[config.mk]
export PLATFORM = sky130hd
export DESIGN_NAME = irq_prio_arbiter
export DESIGN_NICKNAME = d
export VERILOG_FILES = /design/src/rtl/irq_arb_pkg.sv /design/src/rtl/irq_lvl_regs.sv /design/src/rtl/irq_select.sv /design/src/rtl/irq_cpu_port.sv /design/src/rtl/irq_prio_arbiter.sv
export SDC_FILE = /design/constraint.sdc
export NUM_CORES = 1
export LEC_CHECK = 0
export BUFFER_PORTS_ARGS = -buffer_cell sky130_fd_sc_hd__buf_2
export CAP_MARGIN = 20
export CELL_PAD_IN_SITES_DETAIL_PLACEMENT = 0
export CELL_PAD_IN_SITES_GLOBAL_PLACEMENT = 1
export CORE_MARGIN = 8
export CORE_UTILIZATION = 46
export CTS_BUF_LIST = sky130_fd_sc_hd__clkbuf_4 sky130_fd_sc_hd__clkbuf_8
export CTS_CLUSTER_DIAMETER = 100
export DETAILED_ROUTE_END_ITERATION = 12
export GPL_ROUTABILITY_DRIVEN = 0
export PLACE_DENSITY_LB_ADDON = 0.25
export RECOVER_POWER = 25
export SLEW_MARGIN = 20
export SYNTH_ARGS = -nofsm -noshare
export SYNTH_HDL_FRONTEND = slang
export SYNTH_SLANG_ARGS = --single-unit
export TNS_END_PERCENT = 1
[constraint.sdc]
create_clock -name clk -period 43.1 [get_ports clk]
set_input_delay 4.31 -clock clk [delete_from_list [all_inputs] [get_ports clk]]
set_output_delay 4.31 -clock clk [all_outputs]
set_load 0.02 [all_outputs]
[src/rtl/irq_arb_pkg.sv]
package irq_arb_pkg;

    localparam int LVL_W = 4;
    localparam int VEC_W = 8;

    typedef struct packed {
        logic             valid;
        logic [LVL_W-1:0] level;
        logic [VEC_W-1:0] vector;
        logic             ext;
    } win_t;

    // Field used by a source: direct fields first, then pairs share one field.
    function automatic int field_of(input int src, input int n_direct);
        if (src < n_direct)
            return src;
        return n_direct + (src - n_direct) / 2;
    endfunction

endpackage

[src/rtl/irq_lvl_regs.sv]
module irq_lvl_regs
    import irq_arb_pkg::*;
#(
    parameter int NUM_REGS       = 5,
    parameter int FIELDS_PER_REG = 4,
    parameter int ADDR_W         = 3,
    localparam int REG_W         = FIELDS_PER_REG * LVL_W
) (
    input  logic                            clk,
    input  logic                            rst,
    input  logic                            we,
    input  logic [ADDR_W-1:0]               addr,
    input  logic [REG_W-1:0]                wdata,
    output logic [NUM_REGS-1:0][REG_W-1:0]  regs
);

    logic addr_ok;
    assign addr_ok = (int'(addr) < NUM_REGS);

    always_ff @(posedge clk) begin
        if (rst)
            regs <= '0;
        else if (we && addr_ok)
            regs[addr] <= wdata;
    end

    // out-of-range writes leave the bank unchanged
    a_r3_bad_addr_ignored: assert property (@(posedge clk) disable iff (rst)
        (we && !addr_ok) |=> $stable(regs));

    // an in-range write lands in the addressed register
    a_r2_write_lands: assert property (@(posedge clk) disable iff (rst)
        (we && addr_ok) |=> regs[$past(addr)] == $past(wdata));

endmodule

[src/rtl/irq_select.sv]
module irq_select
    import irq_arb_pkg::*;
#(
    parameter int          NUM_SRC        = 24,
    parameter int          NUM_DIRECT     = 16,
    parameter int          NUM_EXT        = 8,
    parameter int          NUM_REGS       = 5,
    parameter int          FIELDS_PER_REG = 4,
    parameter logic [VEC_W-1:0] VEC_BASE  = 8'h40,
    localparam int         REG_W          = FIELDS_PER_REG * LVL_W,
    localparam int         IDX_W          = $clog2(NUM_SRC)
) (
    input  logic                            clk,
    input  logic                            rst,
    input  logic [NUM_SRC-1:0]              req,
    input  logic [NUM_REGS-1:0][REG_W-1:0]  regs,
    output win_t                            win,
    output logic [IDX_W-1:0]                win_idx
);

    logic [LVL_W-1:0] src_lvl [NUM_SRC];

    for (genvar s = 0; s < NUM_SRC; s++) begin : g_src
        localparam int FLD = field_of(s, NUM_DIRECT);
        localparam int RI  = FLD / FIELDS_PER_REG;
        localparam int FI  = FLD % FIELDS_PER_REG;
        assign src_lvl[s] = regs[RI][FI*LVL_W +: LVL_W];
    end

    // Ascending scan with strict compare: lower index keeps ties, level 0 never wins.
    always_comb begin
        win     = '0;
        win_idx = '0;
        for (int s = 0; s < NUM_SRC; s++) begin
            if (req[s] && (src_lvl[s] > win.level)) begin
                win.valid  = 1'b1;
                win.level  = src_lvl[s];
                win.vector = VEC_BASE + VEC_W'(s);
                win.ext    = (s < NUM_EXT);
                win_idx    = IDX_W'(s);
            end
        end
    end

    // the chosen source is actually requesting
    a_r4_winner_requests: assert property (@(posedge clk) disable iff (rst)
        win.valid |-> req[win_idx]);

    // a chosen source never has level 0
    a_r6_no_zero_winner: assert property (@(posedge clk) disable iff (rst)
        win.valid |-> (win.level != '0));

    // no request, no winner
    a_r4_idle_no_winner: assert property (@(posedge clk) disable iff (rst)
        (req == '0) |-> !win.valid);

endmodule

[src/rtl/irq_cpu_port.sv]
module irq_cpu_port
    import irq_arb_pkg::*;
(
    input  logic             clk,
    input  logic             rst,
    input  win_t             win,
    input  logic [LVL_W-1:0] mask,
    input  logic             ack,
    output logic             cpu_irq,
    output logic [LVL_W-1:0] cpu_level,
    output logic [VEC_W-1:0] cpu_vector,
    output logic             cpu_ext
);

    logic accept;
    assign accept = win.valid && (win.level > mask);

    always_ff @(posedge clk) begin
        if (rst || ack || !accept) begin
            cpu_irq    <= 1'b0;
            cpu_level  <= '0;
            cpu_vector <= '0;
            cpu_ext    <= 1'b0;
        end else begin
            cpu_irq    <= 1'b1;
            cpu_level  <= win.level;
            cpu_vector <= win.vector;
            cpu_ext    <= win.ext;
        end
    end

    // acknowledge drops the request on the next cycle
    a_r9_ack_drops: assert property (@(posedge clk) disable iff (rst)
        ack |=> !cpu_irq);

    // an offered level exceeds the mask seen at the capturing edge
    a_r7_above_mask: assert property (@(posedge clk) disable iff (rst)
        (win.valid && !ack) |=> (cpu_irq == ($past(win.level) > $past(mask))));

    // idle outputs are zero
    a_r10_idle_zero: assert property (@(posedge clk) disable iff (rst)
        !cpu_irq |-> (cpu_level == '0 && cpu_vector == '0 && !cpu_ext));

    // an offered request never carries level 0
    a_r6_offer_nonzero: assert property (@(posedge clk) disable iff (rst)
        cpu_irq |-> (cpu_level != '0));

endmodule

[src/rtl/irq_prio_arbiter.sv]
module irq_prio_arbiter
    import irq_arb_pkg::*;
#(
    parameter int               NUM_SRC        = 24,
    parameter int               NUM_DIRECT     = 16,
    parameter int               NUM_EXT        = 8,
    parameter int               NUM_REGS       = 5,
    parameter int               FIELDS_PER_REG = 4,
    parameter logic [VEC_W-1:0] VEC_BASE       = 8'h40,
    localparam int              ADDR_W         = $clog2(NUM_REGS),
    localparam int              REG_W          = FIELDS_PER_REG * LVL_W,
    localparam int              IDX_W          = $clog2(NUM_SRC)
) (
    input  logic               clk,
    input  logic               rst,
    input  logic [NUM_SRC-1:0] irq_req,
    input  logic               lvl_we,
    input  logic [ADDR_W-1:0]  lvl_addr,
    input  logic [REG_W-1:0]   lvl_wdata,
    input  logic [LVL_W-1:0]   cpu_mask,
    input  logic               cpu_ack,
    output logic               cpu_irq,
    output logic [LVL_W-1:0]   cpu_level,
    output logic [VEC_W-1:0]   cpu_vector,
    output logic               cpu_ext
);

    logic [NUM_REGS-1:0][REG_W-1:0] regs;
    win_t                           win;
    logic [IDX_W-1:0]               win_idx;

    irq_lvl_regs #(
        .NUM_REGS       (NUM_REGS),
        .FIELDS_PER_REG (FIELDS_PER_REG),
        .ADDR_W         (ADDR_W)
    ) u_regs (
        .clk   (clk),
        .rst   (rst),
        .we    (lvl_we),
        .addr  (lvl_addr),
        .wdata (lvl_wdata),
        .regs  (regs)
    );

    irq_select #(
        .NUM_SRC        (NUM_SRC),
        .NUM_DIRECT     (NUM_DIRECT),
        .NUM_EXT        (NUM_EXT),
        .NUM_REGS       (NUM_REGS),
        .FIELDS_PER_REG (FIELDS_PER_REG),
        .VEC_BASE       (VEC_BASE)
    ) u_select (
        .clk     (clk),
        .rst     (rst),
        .req     (irq_req),
        .regs    (regs),
        .win     (win),
        .win_idx (win_idx)
    );

    irq_cpu_port u_port (
        .clk        (clk),
        .rst        (rst),
        .win        (win),
        .mask       (cpu_mask),
        .ack        (cpu_ack),
        .cpu_irq    (cpu_irq),
        .cpu_level  (cpu_level),
        .cpu_vector (cpu_vector),
        .cpu_ext    (cpu_ext)
    );

endmodule

==> run metrics, run 1 <==
commonest cells in the synthesized netlist=nand2_1, a21oi_1, dfxtp_1; Vias=8406; post-layout min period=40510 ps; Async SR Flop Fraction=0; share of layout cells above drive strength 1=0.178; cts hold-fix bufs=0; global route total overflow=0; FF-to-FF setup slack=6290 ps; Slew HR=0.281; Reg2Reg Launch Point=u_regs.regs[1]$_SDFFE_PP0P_; Layout area overhead=13.2%; final WL=between 20000 and 25000 um; TritonCTS Buffers=9; Mapped Area=8440 um2; final period utilization=0.940; vias in the first global route=7669; Seq cells post-synth=92; Setup Slack @ Placement=-500 ps; Bufs and invs on worst path=20; DR pass1 iterations=5; Yosys warnings=0; CP delay by family, top=compound AO/OA/AOI/OAI gates; TritonCTS Sinks=92; Min-Delay Endpoint=u_regs.regs[44]$_SDFFE_PP0P_; number of synthesized flops with an enable pin=0; Final Max Tran Viols=0; number of fill cells in the layout=about 1800; Slew @ Worst Pin=1070 ps; Synth area leaders=dfxtp_1, nand2_1, ha_1; row count=between 40 and 50; routed len/inst=16.5 um; post-synthesis cell type count=105; Setup-failing EPs final=0; clk_lat worst skew=just under 400 ps; Seq/Total Area, Yosys=0.218; slowest cell delay on critical path=around 530 ps; Post-Syn Area per Cell=7.20 um2; critical path arrival=40810 ps; DRC=0; global router's overall resource usage=0.210; clock root cell=clkbuf_8; post-layout util=0.532; CP Depth=196; H-tree levels=3; Crit Path Max Fanout=7; Placed Cells=1439; Finished Cell Area=9550 um2; dpl hpwl=18800 um; ant diodes=0; fmax=around 25 MHz; most frequent cell on the critical path=ha_1; Post-DP Area=between 8000 and 9000 um2; Routed Antenna Nets=0; CORE AREA=18000 um2; worst-case clock buffer depth=2; clock tree from TritonCTS=built; Worst R2R Path Depth=195; Reg-to-Reg End=u_port.cpu_vector[2]$_SDFF_PP0_; fin nets=1360; CP max-delay cell=or4_1; Die X-Extent=151 um; IO buf count=62; worst path required time=approximately 43000 ps; first-pass GRT wire length=38900 um; ys flop type=dfxtp_1; Hold Path Origin=u_regs.regs[44]$_SDFFE_PP0P_; Die Footprint=roughly 23000 um2; Yosys top cell by area=dfxtp_1; I/O Pins=65; result of the run=completed; Die H=roughly 150 um; Yosys top cell area share=0.218; number of cells on the worst hold path=2; 1st-iter DRT viols=a little under 500; Worst Setup Path Type=input port to flop; initial antenna violation count=0; worst hold path class=flop to flop; Worst Setup End Kind=flop; final count of hold timing violations=0; Reg clk slew, reported paths=~90 ps; final worst slack=approximately 2600 ps; Starting Density=0.470; count leader, synth=nand2_1; Vias/cell=5.70; pin count of the biggest net entering global routing=82; crit path launch type=input port; Post-Synthesis Cells=1172; max cap viols=0; Final Skew=12.2 ps; Finished Layout Cells=about 1500
## cell type report
cell class                      instances  area [um2]  area share
Clock buffer                            9         124      0.0130
Clock inverter                          7        98.8      0.0103
Inverter                               90         338      0.0354
Multi-Input combinational cell        951        6300       0.660
Sequential cell                        92        1840       0.193
Tap cell                              229         287      0.0300
Timing Repair Buffer                   97         561      0.0587
## tightest hold or removal path, cell delays in order, from the launching register on
cell,delay (ps)
dfxtp_1,320
nand2_1,50
a21oi_1,50
## what timing repair did
item	4_1_cts	5_1_grt
setup endpoints to repair	12	12
pin swaps	0	17
buffers inserted	0	20
resized for setup	2	69
## worst max-delay path by stage
| stage | end | slack [ps] | from |
|---|---|---|---|
| after detailed placement | u_port.cpu_level[3]$_SDFF_PP0_ | -500 | irq_req[0] |
| after global placement | u_port.cpu_vector[2]$_SDFF_PP0_ | -220 | irq_req[0] |
| final | u_port.cpu_vector[2]$_SDFF_PP0_ | 2590 | irq_req[0] |
| after CTS | u_port.cpu_level[3]$_SDFF_PP0_ | 100 | irq_req[0] |
| after global routing | u_port.cpu_level[3]$_SDFF_PP0_ | -250 | irq_req[0] |
| after floorplan | u_port.cpu_level[0]$_SDFF_PP0_ | 3940 | irq_req[0] |
## routing by layer
layer	share of wire	routed length, um	global-route usage
met1	0.48	11700	0.290
met2	0.45	11000	0.331
met3	0.057	1400	0.0416
met4	0.015	369	0.0465
met5	0	0	0
## registers in the layout, summed over array words and instances, names as in the netlist
name	count
u_port.cpu_vector	6
u_port.cpu_ext	1
u_regs.regs	80
u_port.cpu_irq	1
u_port.cpu_level	4
## per-stage QoR
step / hold WS (ps) / TNS [ps]
after floorplan: 436 / 0
after global placement: 443 / -2130
after detailed placement: 448 / -5490
after CTS: 461 / 0
after global routing: 479 / -2250
final: 457 / 0
## kinds of logic after synthesis
kind of cell    after synthesis  share of synthesized area
flops                        92                      0.218
buf+inv                     130                     0.0615
mux                          42                     0.0557
compound gates              365                      0.299
xor+xnor                     10                     0.0113
fa+ha+maj                    71                      0.104
simple gates                461                      0.250
other cells                   1                   0.000444
## cell usage in the layout, fill, tap and decap left out, drive strengths merged, types with 5 or more instances in the layout
master	instances
o211a	6
o21a	13
nor3	19
a21boi	13
a21o	19
nand2	259
o21ai	71
o31ai	8
mux2i	14
buf	87
nand2b	8
dfxtp	92
xnor2	8
inv	90
or2	12
and2	19
nor2b	6
a31oi	12
ha	68
a211oi	18
a21oi	124
mux2	28
o211ai	10
nand3	29
nand4	5
a41o	5
clkbuf	19
and3	12
or3	9
nor2	60
Power of run 1 is not shown: default switching activity piles up to over one toggle a cycle in this logic, so the estimate is an artifact.
==> run 2: changes to the inputs <==
--- a/config.mk
+++ b/config.mk
@@ -10,7 +10,7 @@
 export CELL_PAD_IN_SITES_DETAIL_PLACEMENT = 0
 export CELL_PAD_IN_SITES_GLOBAL_PLACEMENT = 1
 export CORE_MARGIN = 8
-export CORE_UTILIZATION = 46
+export CORE_UTILIZATION = 48
 export CTS_BUF_LIST = sky130_fd_sc_hd__clkbuf_4 sky130_fd_sc_hd__clkbuf_8
 export CTS_CLUSTER_DIAMETER = 100
 export DETAILED_ROUTE_END_ITERATION = 12
@@ -20,5 +20,6 @@
 export SLEW_MARGIN = 20
 export SYNTH_ARGS = -nofsm -noshare
 export SYNTH_HDL_FRONTEND = slang
+export SYNTH_HIERARCHICAL = 1
 export SYNTH_SLANG_ARGS = --single-unit
 export TNS_END_PERCENT = 1
==> constraint.sdc (replaced) <==
create_clock -name clk -period 39.2 [get_ports clk]
set_input_delay 3.92 -clock clk [delete_from_list [all_inputs] [get_ports clk]]
set_output_delay 3.92 -clock clk [all_outputs]
set_load 0.02 [all_outputs]
==> run 2 against run 1 <==
Compared with the run above: synthesized cell count shrank 3.9%; via count is 7.9% higher; global-route usage is 0.33 points higher; setup slack worse by 1200 ps; hold slack better by 25 ps; first-iteration DRC count rose by 8.9%; register-to-register slack worse by 1600 ps; sequential cell count rose by 2; area after synthesis rose by 8.5%; clock skew shrank 6.8 ps; critical endpoint is now u_port/cpu_level[0]$_SDFF_PP0_.
==> run metrics, run 2 <==
result of the run=completed (unchanged); Reg clk slew, reported paths=90 ps (about the same); Starting Density=0.489 (was 0.470); row count=50 (was 49); final WL=27500 um (was 24400 um); crit path launch type=input port (unchanged); Crit Path Max Fanout=7 (unchanged); commonest cells after routing, fill and taps aside=buf_4, nand2b_1, dfxtp_1 (was nand2_1, a21oi_1, dfxtp_1); final period utilization=0.965; Largest regs=u_regs/regs x80, u_port/cpu_vector x8, u_port/cpu_level x4 (was u_regs.regs x80, u_port.cpu_vector x6, u_port.cpu_level x4); global route total overflow=0 (unchanged); H-tree levels=3 (unchanged); Yosys warnings=6 (was 0); Final Max Tran Viols=0 (unchanged); clock root cell=clkbuf_8 (unchanged); IO buf count=64 (was 62); Die H=154 um (was 151 um); first-pass GRT wire length=42000 um (was 38900 um); worst-case clock buffer depth=2 (unchanged); vias in the first global route=8414 (was 7669); Post-Syn Area per Cell=8.13 um2 (was 7.20 um2); Reg with most FFs=u_regs/regs (was u_regs.regs); worst hold path class=flop to flop (unchanged); global router's overall resource usage=0.213 (was 0.210); Die X-Extent=154 um (was 151 um); Post-DP Area=10600 um2 (was 8970 um2); routed len/inst=17.4 um (was 16.5 um); TritonCTS Buffers=9 (unchanged); clk_lat worst skew=380 ps (was 390 ps); max FFs per register=80 (unchanged); Setup-failing EPs final=0 (unchanged); Finished Cell Area=11900 um2 (was 9550 um2); initial antenna violation count=0 (unchanged); worst path required time=39510 ps (was 43400 ps); TritonCTS Sinks=94 (was 92); DR pass1 iterations=7 (was 5); Routed Antenna Nets=0 (unchanged); Slew HR=0.343 (was 0.281); final count of hold timing violations=0 (unchanged); clock tree from TritonCTS=built (unchanged); Vias/cell=5.73 (was 5.70); fin nets=1463 (was 1360); pin count of the biggest net entering global routing=98 (was 82); Post-Synthesis Cells=1126 (was 1172); number of fill cells in the layout=1601 (was 1819); Slew @ Worst Pin=973 ps (was 1070 ps); most common cell after layout, fill and taps aside=buf_4 (was nand2_1); most frequent cell on the critical path=ha_1 (unchanged); ant diodes=0 (unchanged); Mapped Area=9160 um2 (was 8440 um2); setup TNS=0 ps (unchanged); Worst Setup End Kind=flop (unchanged); critical path arrival=38140 ps (was 40810 ps); Vias=9072 (was 8406); 1st-iter DRT viols=538 (was 494); Final Skew=5.39 ps (was 12.2 ps); Setup Slack @ Placement=-1340 ps (was -500 ps); slowest cell delay on critical path=510 ps (was 530 ps); CORE AREA=18700 um2 (was 18000 um2); max cap viols=0 (unchanged); fmax=26.4 MHz; post-layout min period=37830 ps; I/O Pins=65 (unchanged); WHS=482 ps (was 457 ps); FF-to-FF setup slack=4650 ps (was 6290 ps); CP max-delay cell=or4_4 (was or4_1); Layout area overhead=30.2% (was 13.2%); Worst Setup Path Type=input port to flop (unchanged); DRC=0 (unchanged); share of layout cells above drive strength 1=0.330 (was 0.178); dpl hpwl=20300 um (was 18800 um); final worst slack=1370 ps (was 2590 ps); Die Footprint=23800 um2 (was 22900 um2)
==> run 2: worst paths after layout <==
path                            depth (start not counted)                        endpoint                          from
worst max-delay path                                  189  u_port/cpu_level[0]$_SDFF_PP0_                    irq_req[0]
worst min-delay path                                    2    u_regs/regs[16]$_SDFFE_PP0P_  u_regs/regs[16]$_SDFFE_PP0P_
worst max register to register                        188  u_port/cpu_level[0]$_SDFF_PP0_   u_regs/regs[1]$_SDFFE_PP0P_
worst min register to register                          2    u_regs/regs[16]$_SDFFE_PP0P_  u_regs/regs[16]$_SDFFE_PP0P_
==> run 2: cell type report <==
type	instances	area, um2	area share
Sequential cell	94	1880	0.158
Clock buffer	11	145	0.0122
Tap cell	234	293	0.0246
Timing Repair Buffer	246	1710	0.143
Inverter	93	349	0.0293
Multi-Input combinational cell	901	7510	0.630
Clock inverter	5	33.8	0.00283
==> run 2: repair_timing <==
action | in CTS | in global routing
hold buffers | 0 | 0
gates resized for setup | 24 | 165
setup buffers | 1 | 36
setup endpoints to repair | 12 | 12
pin swaps | 5 | 82
gates cloned | 0 | 1
==> run 2: layer usage <==
metal	GRT usage	share of wire	up-vias
li1	-	-	4583
met1	0.291	0.48	4303
met2	0.346	0.47	154
met3	0.0300	0.033	32
met4	0.0532	0.015	0
met5	0	0	-
==> run 2: worst max-delay path, delay by kind of cell <==
family / cells / cell delay, ps
compound gates: 76 / 13340
simple gates: 49 / 7450
fa+ha+maj: 24 / 5970
mux: 21 / 5600
buf+inv: 19 / 1780
==> run 2: metrics by stage <==
step | utilization | cells
finish | 0.637 | 1584
global route | 0.637 | 1584
CTS | 0.584 | 1548
detailed placement | 0.569 | 1531
global placement | 0.569 | 1531
floorplan | - | 1127
Power of run 2 is left out for the same reason.
==> run 3: changes to the inputs <==
--- a/config.mk
+++ b/config.mk
@@ -11,7 +11,7 @@
 export CELL_PAD_IN_SITES_GLOBAL_PLACEMENT = 1
 export CORE_MARGIN = 8
 export CORE_UTILIZATION = 48
-export CTS_BUF_LIST = sky130_fd_sc_hd__clkbuf_4 sky130_fd_sc_hd__clkbuf_8
+export CTS_BUF_LIST = sky130_fd_sc_hd__clkbuf_8
 export CTS_CLUSTER_DIAMETER = 100
 export DETAILED_ROUTE_END_ITERATION = 12
 export GPL_ROUTABILITY_DRIVEN = 0
==> run 3 against run 2 <==
Compared with the run above: clock skew about the same; largest cell class unchanged; die area unchanged; wire length about the same; first-iteration DRC count decreased by 0.37%.
==> run metrics, run 3 (synthesized netlist as in run 2, its figures left out) <==
most common cell after layout, fill and taps aside=buf_4 (unchanged); critical path arrival=38140 ps (about the same); final count of hold timing violations=0 (unchanged); post-layout util=0.637 (about the same); Reg with most FFs=u_regs/regs (unchanged); Final Max Tran Viols=0 (unchanged); CORE AREA=18700 um2 (unchanged); I/O Pins=65 (unchanged); setup TNS=0 ps (unchanged); clock tree from TritonCTS=built (unchanged); max FFs per register=80 (unchanged); fmax=26.4 MHz (about the same); CP startpoint=irq_req[0] (unchanged); Final Skew=5.32 ps (was 5.39 ps); vias in the first global route=8414 (unchanged); dpl hpwl=20300 um (unchanged); initial antenna violation count=0 (unchanged); Routed Antenna Nets=0 (unchanged); slowest cell delay on critical path=510 ps (about the same); Layout area overhead=30.1% (was 30.2%); post-layout min period=37830 ps (about the same); Crit Path Max Fanout=7 (unchanged); clk_lat worst skew=380 ps (about the same); IO buf count=64 (unchanged); Slew HR=0.343 (unchanged); TritonCTS Sinks=94 (unchanged); DR pass1 iterations=5 (was 7); final period utilization=0.965 (about the same); crit path launch type=input port (unchanged); Starting Density=0.489 (unchanged); 1st-iter DRT viols=536 (was 538); H-tree levels=3 (unchanged); Setup-failing EPs final=0 (unchanged); commonest cells after routing, fill and taps aside=buf_4, nand2b_1, dfxtp_1 (unchanged); Worst Setup Path Type=input port to flop (unchanged); Die H=154 um (unchanged); routed len/inst=17.4 um (about the same); WHS=482 ps (unchanged); Hold Path Origin=u_regs/regs[16]$_SDFFE_PP0P_ (unchanged); Bufs and invs on worst path=19 (unchanged); Slew @ Worst Pin=973 ps (about the same); row count=50 (unchanged); worst-case clock buffer depth=2 (unchanged); Reg clk slew, reported paths=90 ps (about the same); pin count of the biggest net entering global routing=98 (unchanged); most frequent cell on the critical path=ha_1 (unchanged); Largest regs=u_regs/regs x80, u_port/cpu_vector x8, u_port/cpu_level x4 (unchanged); Vias/cell=5.73 (about the same); final WL=27500 um (about the same); ant diodes=0 (unchanged); CP delay by family, top=compound AO/OA/AOI/OAI gates (unchanged); worst path required time=39510 ps (about the same); Reg2Reg Launch Point=u_regs/regs[1]$_SDFFE_PP0P_ (unchanged); worst hold path class=flop to flop (unchanged); fin nets=1463 (unchanged); number of fill cells in the layout=1601 (unchanged); clock root cell=clkbuf_8 (unchanged); first-pass GRT wire length=42000 um (unchanged); max cap viols=0 (unchanged); TritonCTS Buffers=9 (unchanged); global router's overall resource usage=0.213 (unchanged); Worst Setup End Kind=flop (unchanged); DRC=0 (unchanged); Die X-Extent=154 um (unchanged); Die Footprint=23800 um2 (unchanged); global route total overflow=0 (unchanged); result of the run=completed (unchanged); CP max-delay cell=or4_4 (unchanged); Vias=9080 (was 9072); share of layout cells above drive strength 1=0.330 (about the same)
==> run 3: changes by cell type in the layout (fill, tap and decap cells not counted) <==
cell	previous run	this run
clkbuf_4	1	0
inv_1	88	89
==> run 3: stage by stage <==
stage / std cells / setup slack (ps) / area, um2
6_report: 1584 / 1370 / 11900
3_5_place_dp: 1531 / -1340 / 10600
3_3_place_gp: 1531 / -942 / 10600
4_1_cts: 1548 / 50.5 / 10900
5_1_grt: 1584 / -382 / 11900
2_1_floorplan: 1127 / 146 / 9160
==> run 3: cell type report <==
type                            instances  area (um2)  share of cell area
Clock inverter                          6        37.5             0.00315
Inverter                               93         349              0.0293
Clock buffer                           10         138              0.0116
Multi-Input combinational cell        901        7510               0.630
Sequential cell                        94        1880               0.158
Tap cell                              234         293              0.0246
Timing Repair Buffer                  246        1710               0.143
==> run 3: metal layers <==
metal | global-route usage | up-vias | share of wire
met2 | 0.346 | 155 | 0.47
li1 | - | 4585 | -
met1 | 0.291 | 4304 | 0.48
met5 | 0 | - | 0
met4 | 0.0532 | 0 | 0.016
met3 | 0.0300 | 36 | 0.033
==> run 3: timing repair <==
action / in CTS / in global routing
hold endpoints to repair: 0 / 0
pin swaps: 5 / 82
endpoints found under the setup margin: 12 / 12
hold buffers: 0 / 0
resized for setup: 24 / 165
gates cloned: 0 / 1
setup buffers: 1 / 36
==> run 3: final timing paths <==
path	endpoint	slack, ps	cells after the start
hold / removal	u_regs/regs[16]$_SDFFE_PP0P_	480	2
setup reg to reg	u_port/cpu_level[0]$_SDFF_PP0_	4660	188
hold reg to reg	u_regs/regs[16]$_SDFFE_PP0P_	480	2
setup / recovery	u_port/cpu_level[0]$_SDFF_PP0_	1370	189
==> run 3: worst reg2reg max path: cells and delay by family (launching register included) <==
kind / cells / cell delay, ps
simple gates: 48 / 7310
flops: 1 / 410
fa+ha+maj: 24 / 5980
mux: 21 / 5620
buf+inv: 18 / 1640
compound gates: 77 / 13540
Power of run 3 is left out for the same reason.
